**config.mk**
```make
export PLATFORM = sky130hd
export DESIGN_NAME = chip_erase_ctrl
export DESIGN_NICKNAME = d
export VERILOG_FILES = /design/src/rtl/chip_erase_pkg.sv /design/src/rtl/chip_erase_seq.sv /design/src/rtl/chip_erase_engine.sv /design/src/rtl/chip_erase_status.sv /design/src/rtl/chip_erase_ctrl.sv
export SDC_FILE = /design/constraint.sdc
export NUM_CORES = 1
export LEC_CHECK = 0
export BUFFER_PORTS_ARGS = -buffer_cell sky130_fd_sc_hd__buf_2
export CAP_MARGIN = 0
export CORE_ASPECT_RATIO = 0.9
export CORE_MARGIN = 2
export CORE_UTILIZATION = 50
export CTS_CLUSTER_SIZE = 30
export DETAILED_ROUTE_END_ITERATION = 7
export PLACE_DENSITY = 0.76
export SETUP_SLACK_MARGIN = 0.02
export SYNTH_ARGS = -nofsm -noshare
export SYNTH_HDL_FRONTEND = slang
export SYNTH_SLANG_ARGS = --single-unit
export TNS_END_PERCENT = 50
```
**constraint.sdc**
```tcl
create_clock -name clk -period 2.8 [get_ports clk]
set_input_delay 0.28 -clock clk [delete_from_list [all_inputs] [get_ports clk]]
set_output_delay 0.28 -clock clk [all_outputs]
set_load 0.01 [all_outputs]
```
**src/rtl/chip_erase_pkg.sv**
```systemverilog
package chip_erase_pkg;

  localparam int CMD_LEN = 6;

  typedef struct packed {
    logic [15:0] addr;
    logic [7:0]  data;
  } cyc_t;

  localparam int ST_DONE = 7;
  localparam int ST_TOG  = 6;
  localparam int ST_FAIL = 5;

  typedef enum logic [1:0] {PH_IDLE, PH_PROG, PH_ERASE} phase_t;

  function automatic cyc_t expected_cycle(input logic [2:0] step);
    cyc_t c;
    case (step)
      3'd0, 3'd3: c = '{addr: 16'h5555, data: 8'hAA};
      3'd1, 3'd4: c = '{addr: 16'h2AAA, data: 8'h55};
      3'd2:       c = '{addr: 16'h5555, data: 8'h80};
      default:    c = '{addr: 16'h5555, data: 8'h10};
    endcase
    return c;
  endfunction

  function automatic logic [7:0] preset_byte(input int idx);
    return 8'((idx * 59 + 17) % 256);
  endfunction

endpackage

```
**src/rtl/chip_erase_seq.sv**
```systemverilog
module chip_erase_seq
  import chip_erase_pkg::*;
#(
  parameter int ADDR_W = 16
) (
  input  logic              clk,
  input  logic              rst_n,
  input  logic              wr_en,
  input  logic [ADDR_W-1:0] wr_addr,
  input  logic [7:0]        wr_data,
  input  logic              lock,
  output logic              start
);

  logic [2:0] step_q, step_n;
  cyc_t       exp_c;
  logic       hit;

  always_comb begin
    exp_c = expected_cycle(step_q);
    hit   = (wr_addr == ADDR_W'(exp_c.addr)) && (wr_data == exp_c.data);
  end

  always_comb begin
    step_n = step_q;
    start  = 1'b0;
    if (lock) begin
      step_n = 3'd0;
    end else if (wr_en) begin
      if (!hit) begin
        step_n = 3'd0;
      end else if (step_q == 3'(CMD_LEN - 1)) begin
        step_n = 3'd0;
        start  = 1'b1;
      end else begin
        step_n = step_q + 3'd1;
      end
    end
  end

  always_ff @(posedge clk or negedge rst_n) begin
    if (!rst_n) step_q <= 3'd0;
    else        step_q <= step_n;
  end


  abort_clears_chk: assert property (@(posedge clk) disable iff (!rst_n)
    (wr_en && !lock && !hit) |=> (step_q == 3'd0));


  lock_holds_idle_chk: assert property (@(posedge clk) disable iff (!rst_n)
    lock |=> (step_q == 3'd0));

endmodule

```
**src/rtl/chip_erase_engine.sv**
```systemverilog
module chip_erase_engine
  import chip_erase_pkg::*;
#(
  parameter int DEPTH        = 8,
  parameter int PROG_CYCLES  = 3,
  parameter int ERASE_CYCLES = 20,
  parameter int MAX_ITER     = 4
) (
  input  logic               clk,
  input  logic               rst_n,
  input  logic               start,
  input  logic               force_fail,
  input  logic               clr_fail,
  output logic               busy,
  output logic               fail,
  output logic [DEPTH*8-1:0] mem_flat
);

  localparam int IDX_W  = (DEPTH > 1) ? $clog2(DEPTH) : 1;
  localparam int CMAX   = (PROG_CYCLES > ERASE_CYCLES) ? PROG_CYCLES : ERASE_CYCLES;
  localparam int CNT_W  = $clog2(CMAX + 1);
  localparam int ITER_W = $clog2(MAX_ITER + 1);

  phase_t             phase_q, phase_n;
  logic [CNT_W-1:0]   cnt_q, cnt_n;
  logic [IDX_W-1:0]   loc_q, loc_n;
  logic [ITER_W-1:0]  iter_q, iter_n;
  logic               fail_q, fail_n;
  logic [7:0]         mem_q [DEPTH];
  logic [7:0]         mem_n [DEPTH];

  always_comb begin
    phase_n = phase_q;
    cnt_n   = cnt_q;
    loc_n   = loc_q;
    iter_n  = iter_q;
    fail_n  = fail_q;
    mem_n   = mem_q;
    if (clr_fail) fail_n = 1'b0;
    case (phase_q)
      PH_IDLE: begin
        if (start) begin
          phase_n = PH_PROG;
          cnt_n   = '0;
          loc_n   = '0;
          iter_n  = '0;
          fail_n  = 1'b0;
        end
      end
      PH_PROG: begin
        if (cnt_q == CNT_W'(PROG_CYCLES - 1)) begin
          cnt_n        = '0;
          mem_n[loc_q] = 8'h00;
          if (loc_q == IDX_W'(DEPTH - 1)) begin
            phase_n = PH_ERASE;
            loc_n   = '0;
          end else begin
            loc_n = loc_q + 1'b1;
          end
        end else begin
          cnt_n = cnt_q + 1'b1;
        end
      end
      PH_ERASE: begin
        if (cnt_q == CNT_W'(ERASE_CYCLES - 1)) begin
          cnt_n = '0;
          if (!force_fail) begin
            for (int i = 0; i < DEPTH; i++) mem_n[i] = 8'hFF;
            phase_n = PH_IDLE;
            iter_n  = '0;
          end else if (iter_q == ITER_W'(MAX_ITER - 1)) begin
            fail_n  = 1'b1;
            phase_n = PH_IDLE;
            iter_n  = '0;
          end else begin
            iter_n = iter_q + 1'b1;
          end
        end else begin
          cnt_n = cnt_q + 1'b1;
        end
      end
      default: phase_n = PH_IDLE;
    endcase
  end

  always_ff @(posedge clk or negedge rst_n) begin
    if (!rst_n) begin
      phase_q <= PH_IDLE;
      cnt_q   <= '0;
      loc_q   <= '0;
      iter_q  <= '0;
      fail_q  <= 1'b0;
      for (int i = 0; i < DEPTH; i++) mem_q[i] <= preset_byte(i);
    end else begin
      phase_q <= phase_n;
      cnt_q   <= cnt_n;
      loc_q   <= loc_n;
      iter_q  <= iter_n;
      fail_q  <= fail_n;
      mem_q   <= mem_n;
    end
  end

  assign busy = (phase_q != PH_IDLE);
  assign fail = fail_q;

  for (genvar g = 0; g < DEPTH; g++) begin : g_flat
    assign mem_flat[g*8 +: 8] = mem_q[g];
  end


  start_sets_busy_chk: assert property (@(posedge clk) disable iff (!rst_n)
    (start && !busy) |=> busy);


  busy_only_on_start_chk: assert property (@(posedge clk) disable iff (!rst_n)
    $rose(busy) |-> $past(start));


  iter_bound_chk: assert property (@(posedge clk) disable iff (!rst_n)
    iter_q < ITER_W'(MAX_ITER));


  fail_after_busy_chk: assert property (@(posedge clk) disable iff (!rst_n)
    $rose(fail_q) |-> $fell(busy));

endmodule

```
**src/rtl/chip_erase_status.sv**
```systemverilog
module chip_erase_status
  import chip_erase_pkg::*;
#(
  parameter int DEPTH  = 8,
  parameter int ADDR_W = 16
) (
  input  logic               clk,
  input  logic               rst_n,
  input  logic               rd_en,
  input  logic [ADDR_W-1:0]  rd_addr,
  input  logic               busy,
  input  logic               fail,
  input  logic [DEPTH*8-1:0] mem_flat,
  output logic [7:0]         rd_data
);

  localparam int IDX_W = (DEPTH > 1) ? $clog2(DEPTH) : 1;

  logic              tog_q, tog_n;
  logic [7:0]        data_q, data_n;
  logic [IDX_W-1:0]  idx;
  logic [7:0]        status;

  assign idx = rd_addr[IDX_W-1:0];

  always_comb begin
    status          = 8'h00;
    status[ST_DONE] = ~busy;
    status[ST_TOG]  = tog_q;
    status[ST_FAIL] = fail;
  end

  always_comb begin
    tog_n  = tog_q;
    data_n = data_q;
    if (rd_en) begin
      data_n = (busy || fail) ? status : mem_flat[idx*8 +: 8];
      if (busy) tog_n = ~tog_q;
    end
  end

  always_ff @(posedge clk or negedge rst_n) begin
    if (!rst_n) begin
      tog_q  <= 1'b0;
      data_q <= 8'h00;
    end else begin
      tog_q  <= tog_n;
      data_q <= data_n;
    end
  end

  assign rd_data = data_q;


  toggle_flip_chk: assert property (@(posedge clk) disable iff (!rst_n)
    (rd_en && busy) |=> (tog_q != $past(tog_q)));


  toggle_hold_chk: assert property (@(posedge clk) disable iff (!rst_n)
    !busy |=> $stable(tog_q));


  fail_not_busy_chk: assert property (@(posedge clk) disable iff (!rst_n)
    !(fail && busy));

endmodule

```
**src/rtl/chip_erase_ctrl.sv**
```systemverilog
module chip_erase_ctrl
  import chip_erase_pkg::*;
#(
  parameter int ADDR_W       = 16,
  parameter int DEPTH        = 8,
  parameter int PROG_CYCLES  = 3,
  parameter int ERASE_CYCLES = 20,
  parameter int MAX_ITER     = 4
) (
  input  logic              clk,
  input  logic              rst_n,
  input  logic              wr_en,
  input  logic [ADDR_W-1:0] wr_addr,
  input  logic [7:0]        wr_data,
  input  logic              rd_en,
  input  logic [ADDR_W-1:0] rd_addr,
  input  logic              force_fail,
  output logic [7:0]        rd_data
);

  logic               start;
  logic               busy;
  logic               fail;
  logic               lock;
  logic               clr_fail;
  logic [DEPTH*8-1:0] mem_flat;

  assign lock     = busy | fail;
  assign clr_fail = wr_en & fail;

  chip_erase_seq #(.ADDR_W(ADDR_W)) i_seq (
    .clk     (clk),
    .rst_n   (rst_n),
    .wr_en   (wr_en),
    .wr_addr (wr_addr),
    .wr_data (wr_data),
    .lock    (lock),
    .start   (start)
  );

  chip_erase_engine #(
    .DEPTH        (DEPTH),
    .PROG_CYCLES  (PROG_CYCLES),
    .ERASE_CYCLES (ERASE_CYCLES),
    .MAX_ITER     (MAX_ITER)
  ) i_engine (
    .clk        (clk),
    .rst_n      (rst_n),
    .start      (start),
    .force_fail (force_fail),
    .clr_fail   (clr_fail),
    .busy       (busy),
    .fail       (fail),
    .mem_flat   (mem_flat)
  );

  chip_erase_status #(.DEPTH(DEPTH), .ADDR_W(ADDR_W)) i_status (
    .clk      (clk),
    .rst_n    (rst_n),
    .rd_en    (rd_en),
    .rd_addr  (rd_addr),
    .busy     (busy),
    .fail     (fail),
    .mem_flat (mem_flat),
    .rd_data  (rd_data)
  );


  clear_on_write_chk: assert property (@(posedge clk) disable iff (!rst_n)
    (wr_en && fail) |=> !fail);

endmodule

```
# Word-level counts from Yosys, hierarchy flattened
# Cells that the tools add are included.
# totals
mem_bits_rw	0
register_bits	90
n_memories	0
out_inout_bits	8
latch_bits	0
input_bits	45
word_cells	109
mem_bits_ro	0
# classes
shift	1
div	0
addsub	4
reduce_logical	19
n_eq_ne	19
muxes	41
n_lt_le_gt_ge	2
bitwise_logic	7
multipliers	0
# op_table
cell	n
$mux 64	3
$pmux 64 s2	1
$pmux 23 s3	1
$and 64x64->64	1
$not 64->64	1
$shiftx 64x7->8	1
$mux 3	10
$demux 8 s3	1
$eq 16x15->1	1
$mux 8	2
$mux 5	3
$pmux 5 s3	1
$mux 2	6
$pmux 3 s2	2
$reduce_bool 2->1	5
$add 3x1->3 const B	3
$eq 3x2->1 const B	3
$eq 3x3->1 const B	3
$mux 1	9
$eq 8x8->1	1
$ne 2x1->1 const B	4
$pmux 2 s3	1
$reduce_and 3->1	2
$add 5x1->5 const B	1
23 further kinds	27

# Longest topological paths before layout
# logic_depth
depth_word	10
depth_mapped	10
ltp_nobuf	8

# Hierarchy
# A second synthesis with hierarchy kept.
# unflattened
cells_unflattened	387
area_unflattened_um2	4615.7
# by_module_without_submodules
mod	n_inst	area_per_inst_um2	cells_per_inst	seq_area_each_um2
chip_erase_engine	1	3271.9	248	1991.9
chip_erase_status	1	878.3	82	225.2
chip_erase_seq	1	451.7	55	75.1
chip_erase_ctrl	1	13.8	2	0.0

# Worst setup path before layout
# No wires, ideal clock.
# synth_timing
path_type	reg2reg
start	register i_seq.step_q[1]
end	register i_engine.cnt_q[3]
path_buffers	1
synth_period_minus_slack_ps	2405
stages_incl_launch_ff	10
setup_slack_ps	395
t_arrival_ps	2309
required_ps	2705
setup_time_ps	95
cell_sequence	dfrtp_1 -> clkbuf_1 -> and2_1 -> ha_1 -> nor2_1 -> o22a_1 -> a221oi_4 -> a41oi_4 -> or3_4 -> o31ai_1
# synth_via
elab_chain_cells	10
elab_cells_between_ends	18
cone_classes	eq/ne (8); mux (5); reduce/logical (5)
# synth_rtl
item	line_no	rtl
start: declaration	chip_erase_seq.sv:15	logic [2:0] step_q, step_n;
start signal: assignment	chip_erase_seq.sv:43	else step_q <= step_n;
$eq 3x1->1, or another cell as far along	chip_erase_pkg.sv:18	case (step)
$reduce_or 2->1	chip_erase_pkg.sv:18	
$pmux 23 s3	chip_erase_pkg.sv:18	
$eq 16x15->1 / $eq 8x8->1 (equally long branches)	chip_erase_seq.sv:21	hit = (wr_addr == ADDR_W'(exp_c.addr)) && (wr_data == exp_c.data);
$logic_and 1x1->1	chip_erase_seq.sv:21	
$mux 1 *	chip_erase_seq.sv:30	if (!hit) begin
$mux 1 *	chip_erase_seq.sv:29	end else if (wr_en) begin
$mux 1 *	chip_erase_seq.sv:27	if (lock) begin
$ne 2x1->1 (no line) *	-	
$reduce_and 2->1 (no line) *	-	
end signal: assignment	chip_erase_engine.sv:96	cnt_q <= cnt_n;
end: declaration	chip_erase_engine.sv:25	logic [CNT_W-1:0] cnt_q, cnt_n;
# Every way passes the cells marked *; elsewhere a longest branch is shown, timed or not.
# A chain may end at the register's enable or synchronous reset.

# Worst setup path after layout
# Same ends and word-level chain as after synthesis.

==> results.json <==
{
  "max-clock-path-buffers": 2,
  "ys_seq_area_frac": 0.522,
  "synth_top_area_frac": 0.330,
  "status": "finished, final reports clean",
  "synthFlopType": "dfrtp_1",
  "grt_max_degree": 65,
  "multiInputGateArea_um2": 1950,
  "path_clk_slew_ps": 90,
  "cts-root-buf": "clkbuf_8",
  "wire_per_inst_um": 16.7,
  "finalSetupViolations": 0,
  "post-route-drc-count": 0,
  "routed.top_layer": "met4",
  "synth_nets": 415,
  "coreArea_um2": 8570,
  "io_buffers": 39,
  "regArea_um2": 2290,
  "syn_inst": 360,
  "crit_required_ps": 3070,
  "die_area_um2": 9550,
  "ys_ff_latch": 90,
  "fin_tns_setup_ps": 0,
  "avgViaCountPerCell": 5.73,
  "skew_ps": 15.8,
  "htree_num_levels": 3,
  "final_antenna_net_count": 0,
  "ys_warn_count": 0,
  "end_kind": "register",
  "drive_above_1_share": 0.301,
  "p_leak_nw": 2.68,
  "grt_pass1_wl_mm": 14.3,
  "slew_violations": 0,
  "wirelength_mm": 8.74,
  "drt_first_pass_iters": 4,
  "fillers": 693,
  "areaGrowthSynthToFinish_pct": 12.4,
  "antenna_cells": 0,
  "pwr-share-seq": 0.566,
  "tightest_slew_ps": 480,
  "dieHeight_um": 92.9,
  "p_switching_mw": 0.540,
  "cts-hold-fix-buffers": 1,
  "maxCapViolCount": 0,
  "pwr-share-clk": 0.393,
  "pwr_density_cell_nw_per_um2": 467,
  "cts_sinks": 90,
  "vias": 3002,
  "drtIter0Drc": 218,
  "yosys.area.top_type": "dfrtp_1",
  "die_width_um": 103,
  "syn_area_um2": 4390,
  "comb_power_share": 0.041,
  "grt_overflow": 0,
  "worstPathArrival_ps": 2780,
  "yosys.cell_count.top_type": "a21o_1",
  "finalHoldViolCount": 0,
  "cts_resized": 0,
  "met1_length_mm": 4.16,
  "ios": 53,
  "numCtsBuffers": 9,
  "yosys.cell_types.count": 50,
  "wl_met3_um": 303,
  "max_freq_mhz": 398,
  "layout.nets": 455,
  "swShare": 0.234,
  "hp-class": "in2reg",
  "synth_edf_count": 0,
  "grt_setup_unrepaired": "no",
  "period_share": 0.897,
  "initial_core_util": 0.513,
  "finalCriticalPeriod_ps": 2510,
  "synth_area_leaders": "dfrtp_1 33%, dfstp_2 19%, a21o_1 11%",
  "critPathMaxFanout": 9,
  "slew_headroom": 0.680,
  "grt_usage": 0.195,
  "async_flop_share": 1.00,
  "intPower_mw": 1.76,
  "clkLatencyLatePin_ps": 360,
  "antenna_found_initial": 0,
  "num_rows": 32,
  "finalPower_mw": 2.30,
  "crit_type": "reg2reg",
  "finalWeightedCongestion": 0.745,
  "detailed_place_hpwl_mm": 6.06,
  "grt_pass1_vias": 2861,
  "cts_tree": "done",
  "syn_area_per_cell_um2": 12.2,
  "synth_common_cells": "65 x a21o_1, 58 x dfrtp_1, 32 x dfstp_2",
  "start_kind": "register",
  "post-cts-setup-buffers": 0,
  "ir_drop_mv": 0.238,
  "dr_wl_met2_mm": 4.16
}
-- layer usage --
metal	global-route usage	vias up
met4	0.0548	0
met1	0.277	1520
li1	-	1416
met2	0.303	53
met3	0.0408	13
met5	0	-
-- flip-flops by register name (all words and copies together), names as in the netlist --
name	flops
i_engine.cnt_q	5
i_engine.phase_q	2
i_engine.fail	1
i_engine.mem_flat	64
i_status.tog_q	1
i_engine.loc_q	3
i_engine.iter_q	3
i_seq.step_q	3
i_status.rd_data	8
-- layout by cell type, fill, tap and decap left out, types with 2 or more instances in the layout --
cell type / n
nor2b_1: 4
nand4_1: 5
nand3b_1: 4
o22ai_1: 5
ha_1: 10
mux4_2: 16
buf_4: 9
mux2i_1: 7
nand2b_1: 5
nor2_1: 16
dfstp_2: 32
xnor2_1: 3
nand2_1: 17
or3_1: 2
mux2_2: 6
dfrtp_1: 58
clkbuf_8: 9
nor3_1: 5
a21o_1: 65
a221o_1: 3
inv_1: 14
inv_6: 3
o21ai_0: 9
nand3_1: 11
o22a_1: 2
a21oi_1: 5
buf_2: 38
o31ai_1: 7
o211ai_1: 2
o41ai_1: 2
o21bai_1: 2
nor4_1: 5
-- area by class of cell --
cell class	count	share of cell area
inverters	14	0.0106
repair buffers	49	0.0583
clock buffers	10	0.0259
multi-input cells	236	0.396
well taps	119	0.0302
clock inverters	6	0.0147
flip-flops and latches	90	0.464
-- power by group through the flow --
stage | Clock, mW | Sequential (mW) | Combinational (mW)
5_1_grt | 0.989 | 1.30 | 0.107
3_3_place_gp | 0 | 1.33 | 0.0947
6_report | 0.905 | 1.30 | 0.0955
3_5_place_dp | 0 | 1.33 | 0.0971
2_1_floorplan | 0 | 1.33 | 0.0319
4_1_cts | 0.914 | 1.30 | 0.0982
-- final timing paths --
kind                                        from               endpoint  slack [ps]  depth (start not counted)
max                              i_seq.step_q[1]      i_engine.cnt_q[3]         290                          7
min                                        wr_en          i_engine.fail         170                          2
max reg2reg                      i_seq.step_q[1]      i_engine.cnt_q[3]         290                          7
min reg2reg                i_engine.mem_flat[47]  i_engine.mem_flat[47]         480                          1
max in group asynchronous                  rst_n  i_engine.mem_flat[14]        1680                          3
min in group asynchronous                  rst_n      i_engine.cnt_q[0]         400                          2
-- metrics by stage --
stage	hold slack (ps)	setup WS (ps)	area, um2	util	cells
after floorplan	-15.6	395	4390	-	360
after global placement	270	327	4730	0.552	507
after detailed placement	280	270	4730	0.552	507
after CTS	162	286	4940	0.576	524
after global routing	173	142	4940	0.576	524
final	169	288	4940	0.576	524
-- worst max-delay path, cell delays in order, from the launching register on --
cell and delay, ps:
dfrtp_1 470, and2_1 200, ha_1 240, o32a_1 380
a221oi_4 270, a41oi_4 230, or3_4 430, o31ai_1 220
-- cell families after synthesis --
kind of cell	synth area share
buffers and inverters	0.0333
AND/OR/NAND/NOR	0.101
flip-flops	0.522
XOR/XNOR	0.00598
multiplexers	0.113
AO/OA/AOI/OAI	0.196
adder cells (fa/ha/maj)	0.0285
(Power assumes the default switching activity.)
